## config.mk

```make
export PLATFORM = sky130hd
export DESIGN_NAME = rtc_trust_tou
export DESIGN_NICKNAME = d
export VERILOG_FILES = /design/src/rtl/rtq_pkg.sv /design/src/rtl/rtq_holdover.sv /design/src/rtl/rtq_quality_fsm.sv /design/src/rtl/rtq_tou_table.sv /design/src/rtl/rtq_marker_arb.sv /design/src/rtl/rtc_trust_tou.sv
export SDC_FILE = /design/constraint.sdc
export NUM_CORES = 1
export LEC_CHECK = 0
export BUFFER_PORTS_ARGS = -buffer_cell sky130_fd_sc_hd__buf_2
export CORE_AREA = 10 10 223 225
export CTS_CLUSTER_SIZE = 14
export DETAILED_ROUTE_END_ITERATION = 10
export DIE_AREA = 0 0 233 235
export PLACE_DENSITY = 0.78
export REMOVE_ABC_BUFFERS = 1
export SYNTH_ARGS = -nofsm -noshare
export SYNTH_HDL_FRONTEND = slang
export SYNTH_SLANG_ARGS = --single-unit
```

## constraint.sdc

```tcl
create_clock -name clk -period 52.8 [get_ports clk]
set_clock_uncertainty 0.05 [all_clocks]
set_input_delay 7.92 -clock clk [delete_from_list [all_inputs] [get_ports clk]]
set_output_delay 7.92 -clock clk [all_outputs]
set_load 0.02 [all_outputs]
```

## src/rtl/rtq_pkg.sv

```systemverilog
package rtq_pkg;
    parameter int TIME_W  = 32;
    parameter int SOD_W   = 17;
    parameter int DAY_SEC = 86400;
    parameter int NUM_WIN = 8;
    localparam int WIN_W  = $clog2(NUM_WIN);

    typedef enum logic [1:0] {
        Q_VALID   = 2'b00,
        Q_SUSPECT = 2'b01,
        Q_INVALID = 2'b10
    } quality_e;

    typedef enum logic [1:0] {
        MK_QUAL = 2'b00,
        MK_SET  = 2'b01,
        MK_WIN  = 2'b10
    } mk_kind_e;

    typedef struct packed {
        mk_kind_e            kind;
        logic [TIME_W-1:0]   stamp;
        quality_e            qual;
        logic [WIN_W-1:0]    aux;
    } marker_t;
endpackage

```

## src/rtl/rtq_holdover.sv

```systemverilog
module rtq_holdover #(
    parameter int HOLD_W = 16
) (
    input  logic              clk,
    input  logic              rst_n,
    input  logic              sec_tick,
    input  logic              sw_to_bkp,
    input  logic              sw_to_main,
    input  logic              restart,
    input  logic [HOLD_W-1:0] limit,
    output logic              drift_hit
);
    logic              on_bkp;
    logic [HOLD_W-1:0] cnt;

    // strobe on the tick that brings the count up to the limit
    always_comb begin
        drift_hit = on_bkp && sec_tick && !restart && !sw_to_bkp && !sw_to_main
                    && (limit != '0) && (cnt == limit - HOLD_W'(1));
    end

    always_ff @(posedge clk or negedge rst_n) begin
        if (!rst_n) begin
            on_bkp <= 1'b0;
            cnt    <= '0;
        end else if (sw_to_bkp) begin
            on_bkp <= 1'b1;
            cnt    <= '0;
        end else if (sw_to_main) begin
            on_bkp <= 1'b0;
            cnt    <= '0;
        end else if (restart) begin
            cnt    <= '0;
        end else if (on_bkp && sec_tick && cnt != limit) begin
            cnt    <= cnt + HOLD_W'(1);
        end
    end
endmodule

```

## src/rtl/rtq_quality_fsm.sv

```systemverilog
module rtq_quality_fsm
    import rtq_pkg::*;
#(
    parameter int SUSP_SEC = 3
) (
    input  logic     clk,
    input  logic     rst_n,
    input  logic     sec_tick,
    input  logic     bkp_present,
    input  logic     switch_ev,
    input  logic     set_req,
    input  logic     drift_hit,
    output quality_e q_cur,
    output quality_e q_nxt,
    output logic     q_change
);
    localparam int WC_W = $clog2(SUSP_SEC + 1);

    typedef enum logic [1:0] {
        S_INVALID,
        S_VALID,
        S_SUSP_TIMED,
        S_SUSP_HELD
    } state_e;

    state_e          st, st_n;
    logic [WC_W-1:0] wcnt, wcnt_n;

    function automatic quality_e q_of(input state_e s);
        case (s)
            S_VALID:                   q_of = Q_VALID;
            S_SUSP_TIMED, S_SUSP_HELD: q_of = Q_SUSPECT;
            default:                   q_of = Q_INVALID;
        endcase
    endfunction

    // next state
    always_comb begin
        st_n   = st;
        wcnt_n = wcnt;
        if (!bkp_present) begin
            st_n = S_INVALID;
        end else if (set_req) begin
            st_n = S_VALID;
        end else begin
            unique case (st)
                S_INVALID: st_n = st;
                S_VALID: begin
                    if (drift_hit) begin
                        st_n = S_SUSP_HELD;
                    end else if (switch_ev) begin
                        st_n   = S_SUSP_TIMED;
                        wcnt_n = WC_W'(SUSP_SEC);
                    end
                end
                S_SUSP_TIMED: begin
                    if (drift_hit) begin
                        st_n = S_SUSP_HELD;
                    end else if (switch_ev) begin
                        wcnt_n = WC_W'(SUSP_SEC);
                    end else if (sec_tick) begin
                        if (wcnt == WC_W'(1)) st_n = S_VALID;
                        wcnt_n = wcnt - WC_W'(1);
                    end
                end
                S_SUSP_HELD: st_n = st;
            endcase
        end
    end

    // state register
    always_ff @(posedge clk or negedge rst_n) begin
        if (!rst_n) begin
            st   <= S_INVALID;
            wcnt <= '0;
        end else begin
            st   <= st_n;
            wcnt <= wcnt_n;
        end
    end

    // outputs
    always_comb begin
        q_cur    = q_of(st);
        q_nxt    = q_of(st_n);
        q_change = (q_cur != q_nxt);
    end
endmodule

```

## src/rtl/rtq_tou_table.sv

```systemverilog
module rtq_tou_table
    import rtq_pkg::*;
(
    input  logic              clk,
    input  logic              rst_n,
    input  logic              we,
    input  logic [WIN_W-1:0]  addr,
    input  logic [SOD_W-1:0]  data,
    input  logic [TIME_W-1:0] now,
    output logic [WIN_W-1:0]  idx
);
    localparam int STEP = DAY_SEC / NUM_WIN;

    logic [SOD_W-1:0]  bnd [NUM_WIN];
    logic [NUM_WIN-1:0] le;
    logic [TIME_W-1:0] sod;
    logic [WIN_W:0]    hits;

    assign sod = now % TIME_W'(DAY_SEC);

    for (genvar i = 0; i < NUM_WIN; i++) begin : g_ent
        always_ff @(posedge clk or negedge rst_n) begin
            if (!rst_n)
                bnd[i] <= SOD_W'(i * STEP);
            else if (we && addr == WIN_W'(i))
                bnd[i] <= data;
        end
        assign le[i] = ({{(TIME_W-SOD_W){1'b0}}, bnd[i]} <= sod);
    end

    always_comb begin
        hits = '0;
        for (int k = 0; k < NUM_WIN; k++)
            hits = hits + {{WIN_W{1'b0}}, le[k]};
        if (hits == '0)
            idx = WIN_W'(NUM_WIN - 1);
        else
            idx = WIN_W'(hits - (WIN_W+1)'(1));
    end
endmodule

```

## src/rtl/rtq_marker_arb.sv

```systemverilog
module rtq_marker_arb
    import rtq_pkg::*;
(
    input  logic          clk,
    input  logic          rst_n,
    input  logic [2:0]    ev,
    input  marker_t [2:0] pl,
    input  logic          stall,
    output logic          out_v,
    output marker_t       out_mk
);
    logic [2:0]    pend;
    marker_t [2:0] slot;
    logic [2:0]    pick;
    logic          take;
    marker_t       sel;

    assign take = !out_v || !stall;

    // lower index wins
    always_comb begin
        pick = '0;
        if (take) begin
            if (pend[0])      pick[0] = 1'b1;
            else if (pend[1]) pick[1] = 1'b1;
            else if (pend[2]) pick[2] = 1'b1;
        end
        sel = slot[0];
        for (int k = 2; k >= 0; k--)
            if (pick[k]) sel = slot[k];
    end

    always_ff @(posedge clk or negedge rst_n) begin
        if (!rst_n) begin
            pend <= '0;
            slot <= '0;
        end else begin
            for (int k = 0; k < 3; k++) begin
                if (ev[k]) begin
                    pend[k] <= 1'b1;
                    slot[k] <= pl[k];
                end else if (pick[k]) begin
                    pend[k] <= 1'b0;
                end
            end
        end
    end

    always_ff @(posedge clk or negedge rst_n) begin
        if (!rst_n) begin
            out_v  <= 1'b0;
            out_mk <= '0;
        end else if (take) begin
            out_v <= |pick;
            if (|pick) out_mk <= sel;
        end
    end
endmodule

```

## src/rtl/rtc_trust_tou.sv

```systemverilog
module rtc_trust_tou
    import rtq_pkg::*;
#(
    parameter int SUSP_SEC = 3,
    parameter int HOLD_W   = 16
) (
    input  logic                 clk,
    input  logic                 rst_n,
    input  logic                 sec_tick,
    input  logic                 bkp_present,
    input  logic                 sw_to_bkp,
    input  logic                 sw_to_main,
    input  logic                 set_req,
    input  logic [TIME_W-1:0]    set_time,
    input  logic [HOLD_W-1:0]    hold_limit,
    input  logic                 tbl_we,
    input  logic [WIN_W-1:0]     tbl_addr,
    input  logic [SOD_W-1:0]     tbl_data,
    input  logic                 mk_stall,
    output logic [TIME_W-1:0]    now_time,
    output logic [1:0]           quality,
    output logic [WIN_W-1:0]     win_idx,
    output logic                 mk_valid,
    output logic [1:0]           mk_kind,
    output logic [TIME_W-1:0]    mk_time,
    output logic [1:0]           mk_qual,
    output logic [WIN_W-1:0]     mk_aux
);
    logic [TIME_W-1:0] now_r, time_nxt;
    logic              drift_hit;
    quality_e          q_cur, q_nxt;
    logic              q_change;
    logic [WIN_W-1:0]  idx, idx_prev;
    logic              tick_d;
    logic [2:0]        ev;
    marker_t [2:0]     pl;
    marker_t           mk;

    // seconds counter: only a set may move it backward
    always_comb begin
        time_nxt = now_r;
        if (set_req)       time_nxt = set_time;
        else if (sec_tick) time_nxt = now_r + TIME_W'(1);
    end

    always_ff @(posedge clk or negedge rst_n) begin
        if (!rst_n) begin
            now_r    <= '0;
            idx_prev <= '0;
            tick_d   <= 1'b0;
        end else begin
            now_r    <= time_nxt;
            idx_prev <= idx;
            tick_d   <= sec_tick && !set_req;
        end
    end

    rtq_holdover #(.HOLD_W(HOLD_W)) u_hold (
        .clk        (clk),
        .rst_n      (rst_n),
        .sec_tick   (sec_tick),
        .sw_to_bkp  (sw_to_bkp),
        .sw_to_main (sw_to_main),
        .restart    (set_req),
        .limit      (hold_limit),
        .drift_hit  (drift_hit)
    );

    rtq_quality_fsm #(.SUSP_SEC(SUSP_SEC)) u_fsm (
        .clk         (clk),
        .rst_n       (rst_n),
        .sec_tick    (sec_tick),
        .bkp_present (bkp_present),
        .switch_ev   (sw_to_bkp | sw_to_main),
        .set_req     (set_req),
        .drift_hit   (drift_hit),
        .q_cur       (q_cur),
        .q_nxt       (q_nxt),
        .q_change    (q_change)
    );

    rtq_tou_table u_tou (
        .clk   (clk),
        .rst_n (rst_n),
        .we    (tbl_we),
        .addr  (tbl_addr),
        .data  (tbl_data),
        .now   (now_r),
        .idx   (idx)
    );

    // marker sources, index order = priority
    always_comb begin
        ev[0] = q_change;
        ev[1] = set_req;
        ev[2] = tick_d && (idx != idx_prev);

        pl[0].kind  = MK_QUAL;
        pl[0].stamp = time_nxt;
        pl[0].qual  = q_nxt;
        pl[0].aux   = WIN_W'(q_cur);

        pl[1].kind  = MK_SET;
        pl[1].stamp = set_time;
        pl[1].qual  = q_nxt;
        pl[1].aux   = {{(WIN_W-1){1'b0}}, (set_time < now_r)};

        pl[2].kind  = MK_WIN;
        pl[2].stamp = now_r;
        pl[2].qual  = q_cur;
        pl[2].aux   = idx;
    end

    rtq_marker_arb u_arb (
        .clk    (clk),
        .rst_n  (rst_n),
        .ev     (ev),
        .pl     (pl),
        .stall  (mk_stall),
        .out_v  (mk_valid),
        .out_mk (mk)
    );

    assign now_time = now_r;
    assign quality  = q_cur;
    assign win_idx  = idx;
    assign mk_kind  = mk.kind;
    assign mk_time  = mk.stamp;
    assign mk_qual  = mk.qual;
    assign mk_aux   = mk.aux;
endmodule

```

# == Word level (Yosys, flattened, before mapping) ==
# Cells that the tools add are included.
# W data, S select, Z words.
# op_classes
eq_ne,22
n_mux,41
div,1
addsub,12
bitwise,2
order_cmp,9
reduce_logical,39
# op_table
op,count
$le A17 B32 Y1,8
$mux W39,3
$mux W16,4
$mux W32,2
$add A32 B1 Y32 const B,1
$lt A32 B32 Y1,1
$mod A32 B17 Y32 const B,1
$mux W2,14
$add A4 B1 Y4,6
$logic_and A1 B1 Y1,17
$add A16 B1 Y16 const B,1
$eq A16 B16 Y1,1
$ne A16 B16 Y1,1
$reduce_bool A16 Y1,1
$sub A16 B1 Y16 const B,1
$eq A3 B3 Y1 const B,4
$mux W1,12
$pmux W2 S2,3
$reduce_bool A2 Y1,5
$eq A2 B2 Y1 const B,4
$reduce_and A7 Y1,1
$eq A2 B1 Y1 const B,3
$eq A3 B2 Y1 const B,2
$mux W3,2
21 further kinds,28
# totals
output_inout_bits,77
input_bits,77
reg_bits,346

# == Longest topological paths before layout ==
# depth
word_depth,15
ltp_mapped,99
ltp_nobuf,83

# == Cells and area by module ==
# A second synthesis with hierarchy kept.
# hier_totals
cells_unflattened,3340
area_unflattened_um2,29630.9
# by_module_without_submodules
module,n_inst,area_per_inst_um2,cells_each,seq_area_each_um2
rtq_tou_table,1,17425.5,2076,3460.8
rtq_marker_arb,1,7181.9,677,4003.8
rtc_trust_tou,1,2962.8,349,900.9
rtq_holdover,1,1644.1,195,425.4
rtq_quality_fsm,1,416.6,43,100.1

# == Worst setup path after synthesis ==
# OpenSTA, ideal clock, no wires.
# synth_path
path_type,reg-to-output
start,reg now_r[25] (netlist: now_time[25])
end,out win_idx[2]
arrival_ns,20.280
path_buffers,7
setup_slack_ns,24.550
t_required_ns,44.830
path_stages_with_launch,84
cell_sequence,dfrtp_1 > buf_6 > a211oi_4 > nand2_2 > and3_1 > buf_4 > or3_4 > a2111oi_4 > o31ai_4 > o211a_4 > or4_1 > a32oi_2 > o41ai_4 > a21oi_1 > mux2_2 > o211a_1 > or4_1 > and3_1 > [... 48 more ...] > and4_1 > nand3_1 > o21bai_1 > a21oi_1 > a31oi_1 > o211a_1 > o221ai_1 > ha_1 > fa_1 > inv_1 > fa_1 > inv_1 > fa_1 > inv_1 > fa_1 > ha_1 > mux2i_1 > buf_4
# synth_lines
item,line,source
"start, declared",rtc_trust_tou.sv:29,"logic [TIME_W-1:0] now_r, time_nxt;"
"start signal, assigned",rtc_trust_tou.sv:52,now_r <= time_nxt;
"end, declared",rtc_trust_tou.sv:22,"output logic [WIN_W-1:0] win_idx,"

# == Worst setup path after layout ==
# layout_path
start,reg now_r[28] (netlist: now_time[28])
end,out win_idx[2]
# layout_between
elab_chain_cells,11
word_cells_on_any_way,19
# layout_rtl
item,line,source
$mod A32 B17 Y32 *,rtq_tou_table.sv:19,assign sod = now % TIME_W'(DAY_SEC);
$le A17 B32 Y1,rtq_tou_table.sv:28,"assign le[i] = ({{(TIME_W-SOD_W){1'b0}}, bnd[i]} <= sod);"
$add A1 B1 Y2,rtq_tou_table.sv:34,"hits = hits + {{WIN_W{1'b0}}, le[k]};"
$add A4 B1 Y4 (5 in series),rtq_tou_table.sv:34,
$add A4 B1 Y4 *,rtq_tou_table.sv:34,
$sub A3 B1 Y3 / $logic_not A4 Y1 (equally long branches),"rtq_tou_table.sv:38, rtq_tou_table.sv:35",
$mux W3 *,rtq_tou_table.sv:35,if (hits == '0)
# Every way passes the cells marked *; elsewhere a longest branch is shown, timed or not.

==> flow_summary_export.csv <==
group,metric,value,unit
setup_path,crit_family,"compound AO/OA/AOI/OAI gates",
setup_path,cp_slowest_cell,"o41a_1",
setup_path,cp.buffers_inverters,6,
synthesis,syn_inst,3057,
final_layout,final_cell_mix,"350 x nand2_1, 300 x dfrtp_1, 270 x o21ai_0",
final_layout,finalNonFillerCells,3728,
floorplan,start_util,59.6,%
sta,finalHoldViolCount,0,
cts,clkTransAtPathRegs,0.06,ns
detailed_routing,drt_iter0_drc,1990,
setup_path,cp_max_fo,26,
cts,clock_sink_count,346,
synthesis,avgSynthCellArea,8.80,um2
detailed_routing,routed_wl,76000,um
synthesis,yosys.area_share.simple,18.1,%
placement,port-buffer-count,153,
sta,finalCritPeriodShare,66.0,%
floorplan,io_pins,154,
synthesis,synthAdderAreaFrac,8.62,%
sta,slew-limit-headroom,27.4,%
cts,post_cts_buffers,0,
final_layout,nFillCells,3735,
setup_path,required,44.83,ns
synthesis,ys_async_sr_fraction,100,%
global_route,grtUsageTotal,26.8,%
synthesis,yosys_warnings,0,
floorplan,die_h,235,um
placement,dpl.cell_count,3658,
min_path,hp-class,"register to register",
synthesis,ys_seq_area_share,32.4,%
cts,clock_latency,0.54,ns
global_route,grt_first_pass_wirelength,123000,um
cts,post_cts_resized,0,
global_route,antenna_found_initial,0,
synthesis,synth-edff-count,0,
global_route,grt_pass1_vias,23287,
synthesis,synth-xor-area-share,6.29,%
cts,htree_num_levels,2,
min_path,worst_hold_startpoint,"u_arb.out_mk[27]$_DFFE_PN0P_",
sta,worst_slew_pin_slew,1.09,ns
detailed_routing,vias_per_cell,6.38,
sta,fin_setup_tns,0,ns
sta,slew_violations,0,
setup_path,startpoint_type,"register",
cts,root_buffer,"clkbuf_16",
cts,ctsHoldBuffers,0,
final_layout,syn2layout_area_growth,8.36,%
global_route,grt-ovfl-total,0,
final_layout,layout-drive-gt1-share,18.2,%
placement,gp_congestion,0.962,
floorplan,die_width,233,um
synthesis,netlist.area_leader.share,27.9,%
setup_path,worstReg2RegStart,"now_time[28]$_DFF_PN0_",
cts,cts_tree,"yes",
synthesis,synth_top_area_cell,"dfrtp_1",
synthesis,ys_ff_latch,346,
detailed_routing,ant_nets,0,
setup_path,worst_ep_arrival_time,26.89,ns
final_layout,nets,3345,
setup_path,startpoint,"now_time[28]$_DFF_PN0_",
detailed_routing,vias,23770,
synthesis,synth_top_family_by_area,"compound AO/OA/AOI/OAI gates",
sta,max_freq,28.7,MHz
final_layout,regArea,8720,um2
setup_path,worstSetupPathType,"register to output port",
synthesis,synth-main-ff-cell,"dfrtp_1",
sta,grt_setup_unrepaired,"no",
global_route,grt_max_degree,136,
setup_path,critPathCaptureType,"output port",
synthesis,synth-compound-area-share,20.6,%
synthesis,netlist_top_cells_area,"dfrtp_1 28%, ha_1 7.7%, mux2_2 7.5%, o21ai_0 5.0%, nand2_1 4.9%",
floorplan,die_area,54800,um2
final_layout,multiInputGateArea,16800,um2
synthesis,synth_area,26900,um2
job,max_cap_viol_count,0,
setup_path,slowest_delay,0.88,ns
detailed_routing,drc,0,
final_layout,diodes,0,
cts,numCtsBuffers,38,
sta,setup_viol,0,
synthesis,netlist-cell-type-count,126,
cts,cts_max_path_buffers,3,
detailed_routing,drtPass1Iterations,7,
sta,period_minus_slack,34.86,ns
floorplan,core_area,45100,um2
synthesis,synthMuxAreaShare,8.88,%
final_layout,mostFrequentLayoutCell,"nand2_1",
placement,hpwl,56400,um
status,status,"finished, final reports clean",
floorplan,num_rows,78,
detailed_routing,wire_per_inst,20.4,um
layer usage:
layer	up-vias	GRT usage, %	share of wire (%)	routed length, um
li1	11195	-	-	-
met4	0	7.79	2.5	1890
met1	11631	35.7	44	33400
met3	145	2.97	5.1	3850
met2	799	45.0	48	36800
met5	-	0	0	0
registers in the layout, indices dropped and copies added (netlist names):
name           flops
u_hold.cnt        16
u_fsm.wcnt         2
u_arb.out_mk      39
u_tou.bnd        136
tick_d             1
u_arb.out_v        1
u_arb.pend         3
idx_prev           3
now_time          32
u_hold.on_bkp      1
u_fsm.st           2
u_arb.slot       110
final timing paths:
| path | slack [ns] | depth (start not counted) | endpoint |
|---|---|---|---|
| worst max-delay path | 17.94 | 79 | win_idx[2] |
| worst min-delay path | 0.42 | 2 | u_arb.out_mk[27]$_DFFE_PN0P_ |
| worst max register to register | 24.72 | 83 | u_arb.slot[82]$_DFFE_PN0P_ |
| worst min register to register | 0.42 | 2 | u_arb.out_mk[27]$_DFFE_PN0P_ |
| max in group asynchronous | 43.69 | 2 | u_tou.bnd[42]$_DFFE_PN0P_ |
| min in group asynchronous | 7.43 | 1 | u_tou.bnd[20]$_DFFE_PN0P_ |
synthesized netlist by cell type, types with 18 or more instances:
cell type  instances
nand2_1          350
dfrtp_1          300
o21ai_0          270
mux2_2           179
ha_1             166
nor2_1           162
a21oi_1          150
xnor2_1          133
inv_1            119
nand3_1          104
clkbuf_1          98
nor3_1            66
nand4_1           54
xor2_1            49
dfstp_2           46
nand2b_1          46
buf_4             44
nor2b_1           37
o21ai_1           35
nor4_1            31
mux2i_1           29
a211oi_1          28
a21o_1            26
a31oi_1           24
and2_1            22
buf_2             21
o31ai_1           21
and3_1            20
o21a_1            20
o211ai_1          19
or3_1             18
tightest hold or removal path, stage by stage (launching register included):
cell and delay (ns):
dfrtp_1 0.33, nand2_1 0.05, o21ai_0 0.06
final cells by class:
cell class | count | share of cell area, %
clock inverters | 14 | 0.541
repair buffers | 181 | 3.39
inverters | 131 | 1.69
flip-flops and latches | 346 | 29.9
well taps | 600 | 2.58
clock buffers | 56 | 4.09
multi-input cells | 2400 | 57.8
metrics by stage:
stage / hold WS (ns) / util [%] / setup WS (ns) / instance area (um2)
2_1_floorplan: 0.386 / - / 22.07 / 26000
3_3_place_gp: 0.399 / 61.6 / 20.00 / 27800
3_5_place_dp: 0.403 / 61.6 / 19.05 / 27800
4_1_cts: 0.426 / 64.6 / 18.38 / 29100
5_1_grt: 0.453 / 64.6 / 15.96 / 29100
6_report: 0.422 / 64.6 / 17.94 / 29100
cell families (layout without fill, tap and decap cells):
family | Yosys count | after routing
buffers and inverters | 311 | 382
AOI/OAI and AO/OA | 822 | 822
and+or+nand+nor | 990 | 990
muxes | 214 | 214
xor gates and xnor gates | 188 | 188
DFF | 346 | 346
adders and majority gates | 186 | 186
Power is not shown: default switching activity piles up to over one toggle a cycle in this logic, so the estimate is an artifact.
